==> src/rtl/lin_mode_pkg.sv <==
package lin_mode_pkg;
  typedef enum logic [1:0] {
    MODE_INIT   = 2'b01,
    MODE_NORMAL = 2'b10,
    MODE_SLEEP  = 2'b11
  } lin_mode_e;

  localparam int CTRL_W   = 9;
  localparam int B_INIT   = 0;
  localparam int B_SLEEP  = 1;
  localparam int B_AWAKE  = 2;
  localparam int B_MASTER = 3;
  localparam int B_LOOP   = 4;
  localparam int B_STEST  = 5;
  localparam int B_BRK10  = 6;
  localparam int B_RXLOCK = 7;
  localparam int B_BYPASS = 8;
  localparam int LOCK_LO  = 3;

  localparam logic [CTRL_W-1:0] CTRL_RST = CTRL_W'(1) << B_INIT;
endpackage

==> src/rtl/lin_ctrl_reg.sv <==
module lin_ctrl_reg
  import lin_mode_pkg::*;
(
  input  logic              clk,
  input  logic              rst_n,
  input  logic              wr_en,
  input  logic [CTRL_W-1:0] wr_data,
  input  logic              cfg_open,
  input  logic              wake_flag,
  output logic [CTRL_W-1:0] ctrl_q
);
  logic [CTRL_W-1:0] ctrl_d;
  logic [CTRL_W-1:0] bit_we;
  logic              hw_wake_clr;

  assign hw_wake_clr = ctrl_q[B_AWAKE] & wake_flag;

  // per-bit write enable: low bits always, configuration bits only when open
  for (genvar i = 0; i < CTRL_W; i++) begin : g_we
    if (i < LOCK_LO) begin : g_free
      assign bit_we[i] = wr_en;
    end else begin : g_locked
      assign bit_we[i] = wr_en & cfg_open;
    end
  end

  always_comb begin
    for (int i = 0; i < CTRL_W; i++) begin
      ctrl_d[i] = bit_we[i] ? wr_data[i] : ctrl_q[i];
    end
    if (hw_wake_clr) begin
      ctrl_d[B_SLEEP] = 1'b0;
    end
  end

  always_ff @(posedge clk or negedge rst_n) begin
    if (!rst_n) begin
      ctrl_q <= CTRL_RST;
    end else begin
      ctrl_q <= ctrl_d;
    end
  end
endmodule

==> src/rtl/lin_mode_fsm.sv <==
module lin_mode_fsm
  import lin_mode_pkg::*;
(
  input  logic      clk,
  input  logic      rst_n,
  input  logic      init_req,
  input  logic      sleep_req,
  output lin_mode_e mode_q
);
  lin_mode_e mode_d;

  always_comb begin
    if (init_req) begin
      mode_d = MODE_INIT;
    end else if (sleep_req) begin
      mode_d = MODE_SLEEP;
    end else begin
      mode_d = MODE_NORMAL;
    end
  end

  always_ff @(posedge clk or negedge rst_n) begin
    if (!rst_n) begin
      mode_q <= MODE_INIT;
    end else begin
      mode_q <= mode_d;
    end
  end
endmodule

==> src/rtl/lin_rx_hold.sv <==
module lin_rx_hold #(
  parameter int MSG_W = 16
) (
  input  logic             clk,
  input  logic             rst_n,
  input  logic             rx_open,
  input  logic             rx_valid,
  input  logic             rx_hit,
  input  logic             bypass,
  input  logic             lock,
  input  logic [MSG_W-1:0] rx_msg,
  input  logic             rx_pop,
  output logic             buf_full,
  output logic [MSG_W-1:0] buf_msg,
  output logic             irq_q,
  output logic             ovwr_q,
  output logic             drop_q
);
  logic accept, room, store;
  logic full_d, irq_d, ovwr_d, drop_d;

  assign accept = rx_open & rx_valid & (rx_hit | bypass);
  assign room   = ~buf_full | rx_pop;

  always_comb begin
    store  = 1'b0;
    irq_d  = 1'b0;
    ovwr_d = 1'b0;
    drop_d = 1'b0;
    full_d = buf_full & ~rx_pop;
    if (accept) begin
      if (room) begin
        store = 1'b1;
      end else if (!lock) begin
        store  = 1'b1;
        ovwr_d = 1'b1;
      end else begin
        drop_d = 1'b1;
      end
      irq_d = store;
      if (store) begin
        full_d = 1'b1;
      end
    end
  end

  always_ff @(posedge clk or negedge rst_n) begin
    if (!rst_n) begin
      buf_full <= 1'b0;
      irq_q    <= 1'b0;
      ovwr_q   <= 1'b0;
      drop_q   <= 1'b0;
    end else begin
      buf_full <= full_d;
      irq_q    <= irq_d;
      ovwr_q   <= ovwr_d;
      drop_q   <= drop_d;
    end
  end

  always_ff @(posedge clk or negedge rst_n) begin
    if (!rst_n) begin
      buf_msg <= '0;
    end else if (store) begin
      buf_msg <= rx_msg;
    end
  end
endmodule

==> src/rtl/lin_mode_ctrl.sv <==
module lin_mode_ctrl
  import lin_mode_pkg::*;
#(
  parameter int MSG_W = 16
) (
  input  logic             clk,
  input  logic             rst_n,
  input  logic             wr_en,
  input  logic [8:0]       wr_data,
  output logic [8:0]       rd_data,
  input  logic             wake_flag,
  output logic [1:0]       mode,
  output logic             master_en,
  output logic             loopback,
  output logic             self_test,
  output logic [3:0]       brk_len,
  output logic             rx_lock,
  output logic             filt_bypass,
  input  logic             rx_valid,
  input  logic             rx_hit,
  input  logic [MSG_W-1:0] rx_msg,
  input  logic             rx_pop,
  output logic             buf_full,
  output logic [MSG_W-1:0] buf_msg,
  output logic             rx_irq,
  output logic             rx_ovwr,
  output logic             rx_drop
);
  localparam logic [3:0] BRK_LONG  = 4'd11;
  localparam logic [3:0] BRK_SHORT = 4'd10;

  logic [1:0]        rst_sync_q;
  logic              rst_int_n;
  logic [CTRL_W-1:0] ctrl_q;
  lin_mode_e         mode_q;

  // asynchronous assertion, synchronous release
  always_ff @(posedge clk or negedge rst_n) begin
    if (!rst_n) begin
      rst_sync_q <= 2'b00;
    end else begin
      rst_sync_q <= {rst_sync_q[0], 1'b1};
    end
  end
  assign rst_int_n = rst_sync_q[1];

  lin_ctrl_reg u_ctrl (
    .clk      (clk),
    .rst_n    (rst_int_n),
    .wr_en    (wr_en),
    .wr_data  (wr_data),
    .cfg_open (mode_q == MODE_INIT),
    .wake_flag(wake_flag),
    .ctrl_q   (ctrl_q)
  );

  lin_mode_fsm u_fsm (
    .clk      (clk),
    .rst_n    (rst_int_n),
    .init_req (ctrl_q[B_INIT]),
    .sleep_req(ctrl_q[B_SLEEP]),
    .mode_q   (mode_q)
  );

  lin_rx_hold #(.MSG_W(MSG_W)) u_rx (
    .clk     (clk),
    .rst_n   (rst_int_n),
    .rx_open (mode_q == MODE_NORMAL),
    .rx_valid(rx_valid),
    .rx_hit  (rx_hit),
    .bypass  (ctrl_q[B_BYPASS]),
    .lock    (ctrl_q[B_RXLOCK]),
    .rx_msg  (rx_msg),
    .rx_pop  (rx_pop),
    .buf_full(buf_full),
    .buf_msg (buf_msg),
    .irq_q   (rx_irq),
    .ovwr_q  (rx_ovwr),
    .drop_q  (rx_drop)
  );

  assign rd_data     = ctrl_q;
  assign mode        = mode_q;
  assign master_en   = ctrl_q[B_MASTER];
  assign loopback    = ctrl_q[B_LOOP];
  assign self_test   = ctrl_q[B_STEST];
  assign rx_lock     = ctrl_q[B_RXLOCK];
  assign filt_bypass = ctrl_q[B_BYPASS];
  assign brk_len     = ctrl_q[B_BRK10] ? BRK_SHORT : BRK_LONG;
endmodule

==> config.mk <==
export PLATFORM = sky130hd
export DESIGN_NAME = lin_mode_ctrl
export DESIGN_NICKNAME = d
export VERILOG_FILES = /design/src/rtl/lin_mode_pkg.sv /design/src/rtl/lin_ctrl_reg.sv /design/src/rtl/lin_mode_fsm.sv /design/src/rtl/lin_rx_hold.sv /design/src/rtl/lin_mode_ctrl.sv
export SDC_FILE = /design/constraint.sdc
export NUM_CORES = 1
export LEC_CHECK = 0
export ABC_AREA = 1
export BUFFER_PORTS_ARGS = -buffer_cell sky130_fd_sc_hd__buf_2
export CAP_MARGIN = 15
export CORE_MARGIN = 10
export CORE_UTILIZATION = 32
export DETAILED_ROUTE_END_ITERATION = 6
export PLACE_DENSITY = 0.6
export SETUP_SLACK_MARGIN = 0.05
export SLEW_MARGIN = 15
export SYNTH_ARGS = -nofsm -noshare
export SYNTH_HDL_FRONTEND = slang
export SYNTH_SLANG_ARGS = --single-unit
export TNS_END_PERCENT = 100
==> constraint.sdc <==
create_clock -name clk -period 2.2 [get_ports clk]
set_clock_uncertainty 0.1 [all_clocks]
set_input_delay 0.22 -clock clk [delete_from_list [all_inputs] [get_ports clk]]
set_output_delay 0.22 -clock clk [all_outputs]
set_load 0.005 [all_outputs]
# Yosys cells after proc, flatten, opt, wreduce, memory -nomap -nowiden
# Index checks and enable logic that the tools add are counted.
dict set report word_totals {
  reg_bits 33
  latch_bits 0
  ram_bits 0
  romBits 0
  input_bits 32
  out_inout_bits 40
  word_cells 38
  mem_count 0
}
dict set report op_classes {
  add_sub_neg 0
  n_mul 0
  div 0
  n_lt_le_gt_ge 0
  n_eq_ne 2
  shift 0
  mux 16
  bitwise 9
  n_reduce_logical 1
}
# op n
set ops {}
lappend ops {{1-bit two-way mux} 15}
lappend ops {{1-bit AND} 5}
lappend ops {{2-bit by 1-bit == test with 1-bit output (second input constant)} 1}
lappend ops {{2-bit == test (second input constant)} 1}
lappend ops {{2-bit two-way mux} 1}
lappend ops {{1-bit NOT} 2}
lappend ops {{1-bit bitwise OR} 2}
lappend ops {{2-bit nonzero test} 1}

# Longest topological paths before layout
# Gate-level depths: netlist of the first run.
dict set report depth {
  word_depth 6
  mapped_depth 6
  ltp_nobuf 5
}

# Hierarchy
# From an unflattened synthesis of the first run, not the netlist that was laid out.
dict set report hier_totals {
  cells_unflattened 148
  hier_area_um2 1411.4
}
# mod instances cells_each area_each_um2 seq_area_each_um2
set modules_own_cells {}
lappend modules_own_cells {lin_rx_hold 1 86 850.8 500.5}
lappend modules_own_cells {lin_ctrl_reg 1 40 359.1 226.5}
lappend modules_own_cells {lin_mode_ctrl 1 17 136.4 50.0}
lappend modules_own_cells {lin_mode_fsm 1 5 65.1 51.3}

# Least setup slack after synthesis of the first run
# No wires, ideal clock.
dict set report synth_path {
  kind {register to register}
  startpoint {register u_fsm.mode_q[0]}
  endpoint {register u_ctrl.ctrl_q[6]}
  setup_time_ns 0.126
  arrival_time_ns 1.154
  slack_ns 0.821
  stages_incl_launch_ff 6
  path_buffers 0
  path_cell_list {dfstp_2 -> inv_2 -> nor2_1 -> nand2_1 -> nor2_1 -> a21oi_1}
}
dict set report synth_between {
  elab_chain_cells 2
}
# item line_no
set synth_lines {}
lappend synth_lines {{start: declaration} lin_mode_fsm.sv:8} ;# output lin_mode_e mode_q
lappend synth_lines {{start signal: assignment} lin_mode_fsm.sv:26} ;# mode_q <= mode_d;
lappend synth_lines {{2-bit by 1-bit == test with 1-bit output} lin_mode_ctrl.sv:52} ;# .cfg_open (mode_q == MODE_INIT),
lappend synth_lines {{1-bit AND} lin_ctrl_reg.sv:23} ;# assign bit_we[i] = wr_en & cfg_open;
lappend synth_lines {{end signal: assignment} lin_ctrl_reg.sv:40} ;# ctrl_q <= ctrl_d;
lappend synth_lines {{end: declaration} lin_ctrl_reg.sv:10} ;# output logic [CTRL_W-1:0] ctrl_q
# Every way passes these cells.
# A chain may end at the register's enable or synchronous reset.

# Worst setup path in the final report of the first run
# Ends and elaborated chain as after synthesis.

==> flow_metrics.tcl, run 1 <==
set metrics [dict create \
    period_minus_slack_ns 1.616 \
    syn_avg_cell_area_um2 9.715 \
    portBuffers 68 \
    row_count 23 \
    ys.warnings.count 0 \
    cp_max_fo 19 \
    fin_setup_tns_ns 0 \
    layout-drive-gt1-share_pct 41.06 \
    avgRoutedWirePerCell_um 13.72 \
    vias_per_cell 4.537 \
    tightestPinTransition_ns 0.5975 \
    synth_seq_cells 33 \
    ir_drop_mv 0.3846 \
    p_leak_uw 0.001031 \
    power.total_uw 1735 \
    pre_cts_slack_ns 0.5832 \
    multi_input_area_um2 412.9 \
    cts_sinks 33 \
    drc 0 \
    pin_count 72 \
    synth_cell_type_count 21 \
    yosysSeqAreaShare_pct 60.90 \
    finish.utilization_pct 44.40 \
    clk_pin_slew_ns 0.06 \
    cp.arrival_ns 1.68 \
    post-route-period-util_pct 73.47 \
    antenna_found_initial 0 \
    drt_iter0_markers 17 \
    floorplan.initialDensity_pct 33.52 \
    drt-total-wl_mm 3.525 \
    vias 1166 \
    critPathKind "flop to flop" \
    cp_slowest_cell "dfstp_2" \
    diodes 0 \
    dpl_cell_area_mm2 0.001702 \
    cts_tree "done" \
    die_height_um 85.20 \
    track_usage_pct 9.825 \
    ff_latch_area_um2 828.3 \
    rrSetupSlack_ns 0.58 \
    cap_violations 0 \
    min_path_type "primary input to flop" \
    slew_violations 0 \
    hold_violations 0 \
    layout.nets 238 \
    synthCells 140 \
    cts_buffers 5 \
    cts_resized 0 \
    cts_setup_buffers 0 \
    area_growth_pct 32.47 \
    status "completed" \
    htree_levels 2 \
    grt_start_max_net_pins 20 \
    p_per_area_mw_per_mm2 962.8 \
    setup_viol 0 \
    cpPeakStageDelay_ns 0.53 \
    clockRootBuffer "clkbuf_8" \
    synth_area_mm2 0.001360 \
    core-area_mm2 0.004058 \
    max_freq_mhz 618.7 \
    cts_buffer_depth 2 \
    worstSetupEndpointType "flop" \
    relSlewSlack_pct 60.16 \
    grt_first_pass_wirelength_mm 5.947 \
    fin_area_mm2 0.001802 \
    drtAntennaViolNets 0 \
    die_area_mm2 0.007258 \
    clkLatencyLatePin_ns 0.27 \
    required_ns 2.26 \
    start_kind "flop" \
    drtPass1Iterations 4 \
    place_congestion 0.6825 \
    hold_buffers 1 \
    grt_pass1_vias 1257 \
    path_cells "inv_2 > nor2_1 > nand2_1 > nor2_1 > a21oi_1" \
    grt_overflow_total 0 \
    hpwlAfterDp_mm 2.748 \
    rsz0062_at_grt "no" \
    setup_ws_ns 0.5837 \
    fillers 406 \
    die_w_um 85.20 \
    cpMostUsedCell "nor2_1" \
]
## per-layer routing
layer	GRT usage, %	up-vias	share of wire, %
li1	-	572	-
met1	12.40	524	46
met2	13.90	65	41
met3	5.354	5	11
met4	3.144	0	1.0
met5	0	-	0
## cell usage after synthesis
cell / count / area share, %
o21ai_0: 2 / 0.74
dfstp_2: 2 / 3.9
nand2_1: 49 / 14
nor3_1: 1 / 0.37
mux2_2: 1 / 0.83
nand4_1: 16 / 7.4
nor2_4: 1 / 0.83
nor2_1: 4 / 1.1
dfrtp_1: 31 / 57
or2_2: 1 / 0.46
nand3_1: 5 / 1.8
buf_6: 1 / 0.83
conb_1: 2 / 0.55
buf_4: 10 / 5.5
nand3_2: 2 / 1.5
buf_2: 2 / 0.74
inv_2: 1 / 0.28
buf_1: 1 / 0.28
a21oi_1: 2 / 0.74
clkbuf_1: 1 / 0.28
inv_1: 5 / 1.4
## layout make-up
class	count	share of cell area [%]
clock buffers	8	5.000
inverters	6	1.250
multi-input cells	88	22.92
flip-flops and latches	33	45.97
well taps	50	3.472
repair buffers	72	21.39
## flip-flops by register name, summed over array words and instances, names as in the netlist
signal	cells
u_rx.ovwr_q	1
u_rx.buf_full	1
u_fsm.mode_q	2
u_rx.buf_msg	16
u_rx.drop_q	1
u_rx.irq_q	1
u_ctrl.ctrl_q	9
rst_sync_q	2
## cell usage in the layout (no fill, tap or decap), drive strengths merged
master and instances:
a21oi 2, nand2 49, nand4 16, mux2 1, nand3 7, buf 71, dfrtp 31, inv 6
clkbuf 8, nor3 1, dfstp 2, or2 1, dlygate4sd3 1, nor2 5, o21ai 2, conb 4
## cell families (layout without fill, tap and decap cells)
group / after synthesis / after routing / synth area share, %
flip-flops: 33 / 33 / 60.90
AND/OR/NAND/NOR: 79 / 79 / 26.95
AO/OA/AOI/OAI: 4 / 4 / 1.472
buffers and inverters: 21 / 86 / 9.291
multiplexers: 1 / 1 / 0.8279
other: 2 / 4 / 0.5522
## worst max-delay path: cells and delay by family (launching register included)
family | cells | cell delay [ns]
buffers and inverters | 1 | 0.13
DFF | 1 | 0.53
AOI/OAI and AO/OA | 1 | 0.05
and+or+nand+nor | 3 | 0.70
## final timing paths
check,cells after the start,end,start
worst max-delay path,5,u_ctrl.ctrl_q[6]$_DFFE_PN0P_,u_fsm.mode_q[0]$_DFF_PN1_
worst min-delay path,3,u_ctrl.ctrl_q[0]$_DFFE_PN1P_,wr_data[0]
worst max register to register,5,u_ctrl.ctrl_q[6]$_DFFE_PN0P_,u_fsm.mode_q[0]$_DFF_PN1_
worst min register to register,0,u_ctrl.ctrl_q[8]$_DFFE_PN0P_,rst_sync_q[1]$_DFF_PN0_
max in group asynchronous,1,u_rx.buf_msg[11]$_DFFE_PN0P_,rst_sync_q[1]$_DFF_PN0_
min in group asynchronous,0,u_ctrl.ctrl_q[8]$_DFFE_PN0P_,rst_sync_q[1]$_DFF_PN0_
## power by group
part / total [µW] / internal [µW] / switching, µW
logic: 429 / 207 / 222
registers: 854 / 762 / 91.7
clock network: 452 / 255 / 197
total: 1730 / 1220 / 511
## per-stage QoR
stage                     cells  hold slack, ns
after CTS                   257         0.06430
after floorplan             142         -0.1756
after global placement      248        -0.09284
after global routing        257         0.07115
final                       257         0.07105
after detailed placement    248        -0.09389
No activity file was read; power rests on OpenSTA's default activity.
==> run 2, diff against run 1 <==
--- a/config.mk
+++ b/config.mk
@@ -11,7 +11,7 @@
 export CORE_MARGIN = 10
 export CORE_UTILIZATION = 32
 export DETAILED_ROUTE_END_ITERATION = 6
-export PLACE_DENSITY = 0.6
+export PLACE_DENSITY = 0.63
 export SETUP_SLACK_MARGIN = 0.05
 export SLEW_MARGIN = 15
 export SYNTH_ARGS = -nofsm -noshare
==> constraint.sdc (replaced) <==
create_clock -name clk -period 1.3 [get_ports clk]
set_clock_uncertainty 0.1 [all_clocks]
set_input_delay 0.13 -clock clk [delete_from_list [all_inputs] [get_ports clk]]
set_output_delay 0.13 -clock clk [all_outputs]
set_load 0.005 [all_outputs]
==> run 2 against run 1 <==
Effect of this change:
- via count grew 9.7%
- cell count grew 11%
- routed wire length grew 13%
- cell area grew 20%
- hold slack lost 0.061 ns
- sequential cell count is the same
- power grew 92%
- largest power group unchanged
==> flow_metrics.tcl, run 2 (same netlist as run 1, synthesis figures left out) <==
set metrics [dict create \
    cts_buffer_depth 2 \
    drtAntennaViolNets 0 \
    finish.utilization_pct 53.19 \
    layout-drive-gt1-share_pct 46.15 \
    status "completed" \
    cp_max_fo 8 \
    track_usage_pct 9.963 \
    reg_top3 "u_rx.buf_msg x16, u_ctrl.ctrl_q x9" \
    layout.nets 265 \
    hold_violations 0 \
    fin_area_mm2 0.002158 \
    period_minus_slack_ns 1.239 \
    cp.arrival_ns 1.31 \
    vias_per_cell 4.504 \
    cts_tree "done" \
    antenna_found_initial 0 \
    hold_ws_ns 0.009712 \
    min_to "u_ctrl.ctrl_q[1]$_DFFE_PN0P_" \
    start_kind "flop" \
    dpl_cell_area_mm2 0.001739 \
    avgRoutedWirePerCell_um 14.02 \
    cts_buffers 5 \
    drt_iter0_markers 55 \
    clkLatencyLatePin_ns 0.28 \
    cpPeakStageDelay_ns 0.42 \
    reg2reg_depth 6 \
    rrSetupSlack_ns 0.06 \
    grt_pass1_vias 1249 \
    critPathKind "flop to flop" \
    most-common-layout-cells "buf_2, nand2_1, dfrtp_1, nand4_1, dlygate4sd3_1" \
    die_w_um 85.20 \
    row_count 23 \
    core-area_mm2 0.004058 \
    hpwlAfterDp_mm 2.873 \
    drc 0 \
    p_per_area_mw_per_mm2 1543 \
    p_leak_uw 0.001182 \
    portBuffers 68 \
    die_area_mm2 0.007258 \
    required_ns 1.37 \
    area_growth_pct 58.69 \
    clk_pin_slew_ns 0.07 \
    drt-total-wl_mm 3.981 \
    setup_viol 0 \
    cp_slowest_cell "dfrtp_1" \
    fin_setup_tns_ns 0 \
    grt_first_pass_wirelength_mm 5.913 \
    pin_count 72 \
    clockRootBuffer "clkbuf_8" \
    min_path_type "primary input to flop" \
    cpMostUsedCell "nand2_1" \
    die_height_um 85.20 \
    slew_violations 0 \
    vias 1279 \
    largest_register "u_rx.buf_msg" \
    grt_start_max_net_pins 18 \
    final_common_cell "buf_2" \
    rsz0062_at_grt "yes" \
    largest_reg_flops 16 \
    grt_overflow_total 0 \
    cap_violations 0 \
    drtPass1Iterations 4 \
    place_congestion 0.7413 \
    r2r_end "u_rx.buf_msg[13]$_DFFE_PN0P_" \
    path_cells "nand2_2 > nor2_4 > buf_12 > nand3_4 > nand2_1 > nand2_1" \
    post-route-period-util_pct 95.29 \
    hold_depth 4 \
    ir_drop_mv 0.8130 \
    hp-start "wake_flag" \
    setup_ws_ns 0.06121 \
    cts_sinks 33 \
    worstSetupEndpointType "flop" \
    diodes 0 \
    htree_levels 2 \
    max_freq_mhz 807.2 \
    regToRegStartpoint "u_fsm.mode_q[1]$_DFF_PN0_" \
    floorplan.initialDensity_pct 33.52 \
    pre_cts_slack_ns 0.05194 \
]
-- run 2: how the worst max path moves through the flow --
stage                                          from                      endpoint  depth (start not counted)  slack (ns)
after global routing      u_fsm.mode_q[0]$_DFF_PN1_  u_ctrl.ctrl_q[8]$_DFFE_PN0P_                          5      0.0002
after global placement    u_fsm.mode_q[0]$_DFF_PN1_  u_ctrl.ctrl_q[6]$_DFFE_PN0P_                          5        0.05
after CTS                 u_fsm.mode_q[0]$_DFF_PN1_  u_ctrl.ctrl_q[6]$_DFFE_PN0P_                          5        0.04
after detailed placement  u_fsm.mode_q[0]$_DFF_PN1_  u_ctrl.ctrl_q[6]$_DFFE_PN0P_                          5        0.05
final                     u_fsm.mode_q[1]$_DFF_PN0_  u_rx.buf_msg[13]$_DFFE_PN0P_                          6        0.06
after floorplan           u_fsm.mode_q[0]$_DFF_PN1_  u_ctrl.ctrl_q[6]$_DFFE_PN0P_                          5        0.04
-- run 2: stage by stage --
stage	power (µW)	cells
2_1_floorplan	1840	142
3_3_place_gp	2224	253
3_5_place_dp	2241	253
4_1_cts	3269	275
5_1_grt	3581	284
6_report	3330	284
-- run 2: repair_timing --
action	CTS	global route
gates cloned	0	3
setup buffers	0	5
gates resized for setup	0	21
setup endpoints to repair	1	23
hold buffers	14	1
pin swaps	0	8
hold endpoints to repair	15	1
-- run 2: where the power goes --
group | switching [µW] | internal (µW) | total, µW
clock network | 355 | 625 | 979
logic | 440 | 458 | 898
registers | 163 | 1290 | 1450
total | 958 | 2370 | 3330
-- run 2: critical path, delay by kind of cell (launching register included) --
kind / cells / cell delay (ns)
DFF: 1 / 0.42
and+or+nand+nor: 5 / 0.47
buffers and inverters: 1 / 0.14
-- run 2: metal layers --
layer  share of wire [%]  track usage (%)
met1                  44            11.89
met5                   0                0
met2                  43            13.96
met3                  12            6.788
met4                0.78            3.144
-- run 2: area by class of cell --
class / instances / area [µm²]
repair buffers: 97 / 620.6
clock inverters: 1 / 30.03
fillers: 364 / 1899
inverters: 6 / 27.53
multi-input cells: 90 / 503.0
flip-flops and latches: 33 / 828.3
clock buffers: 7 / 86.33
well taps: 50 / 62.56
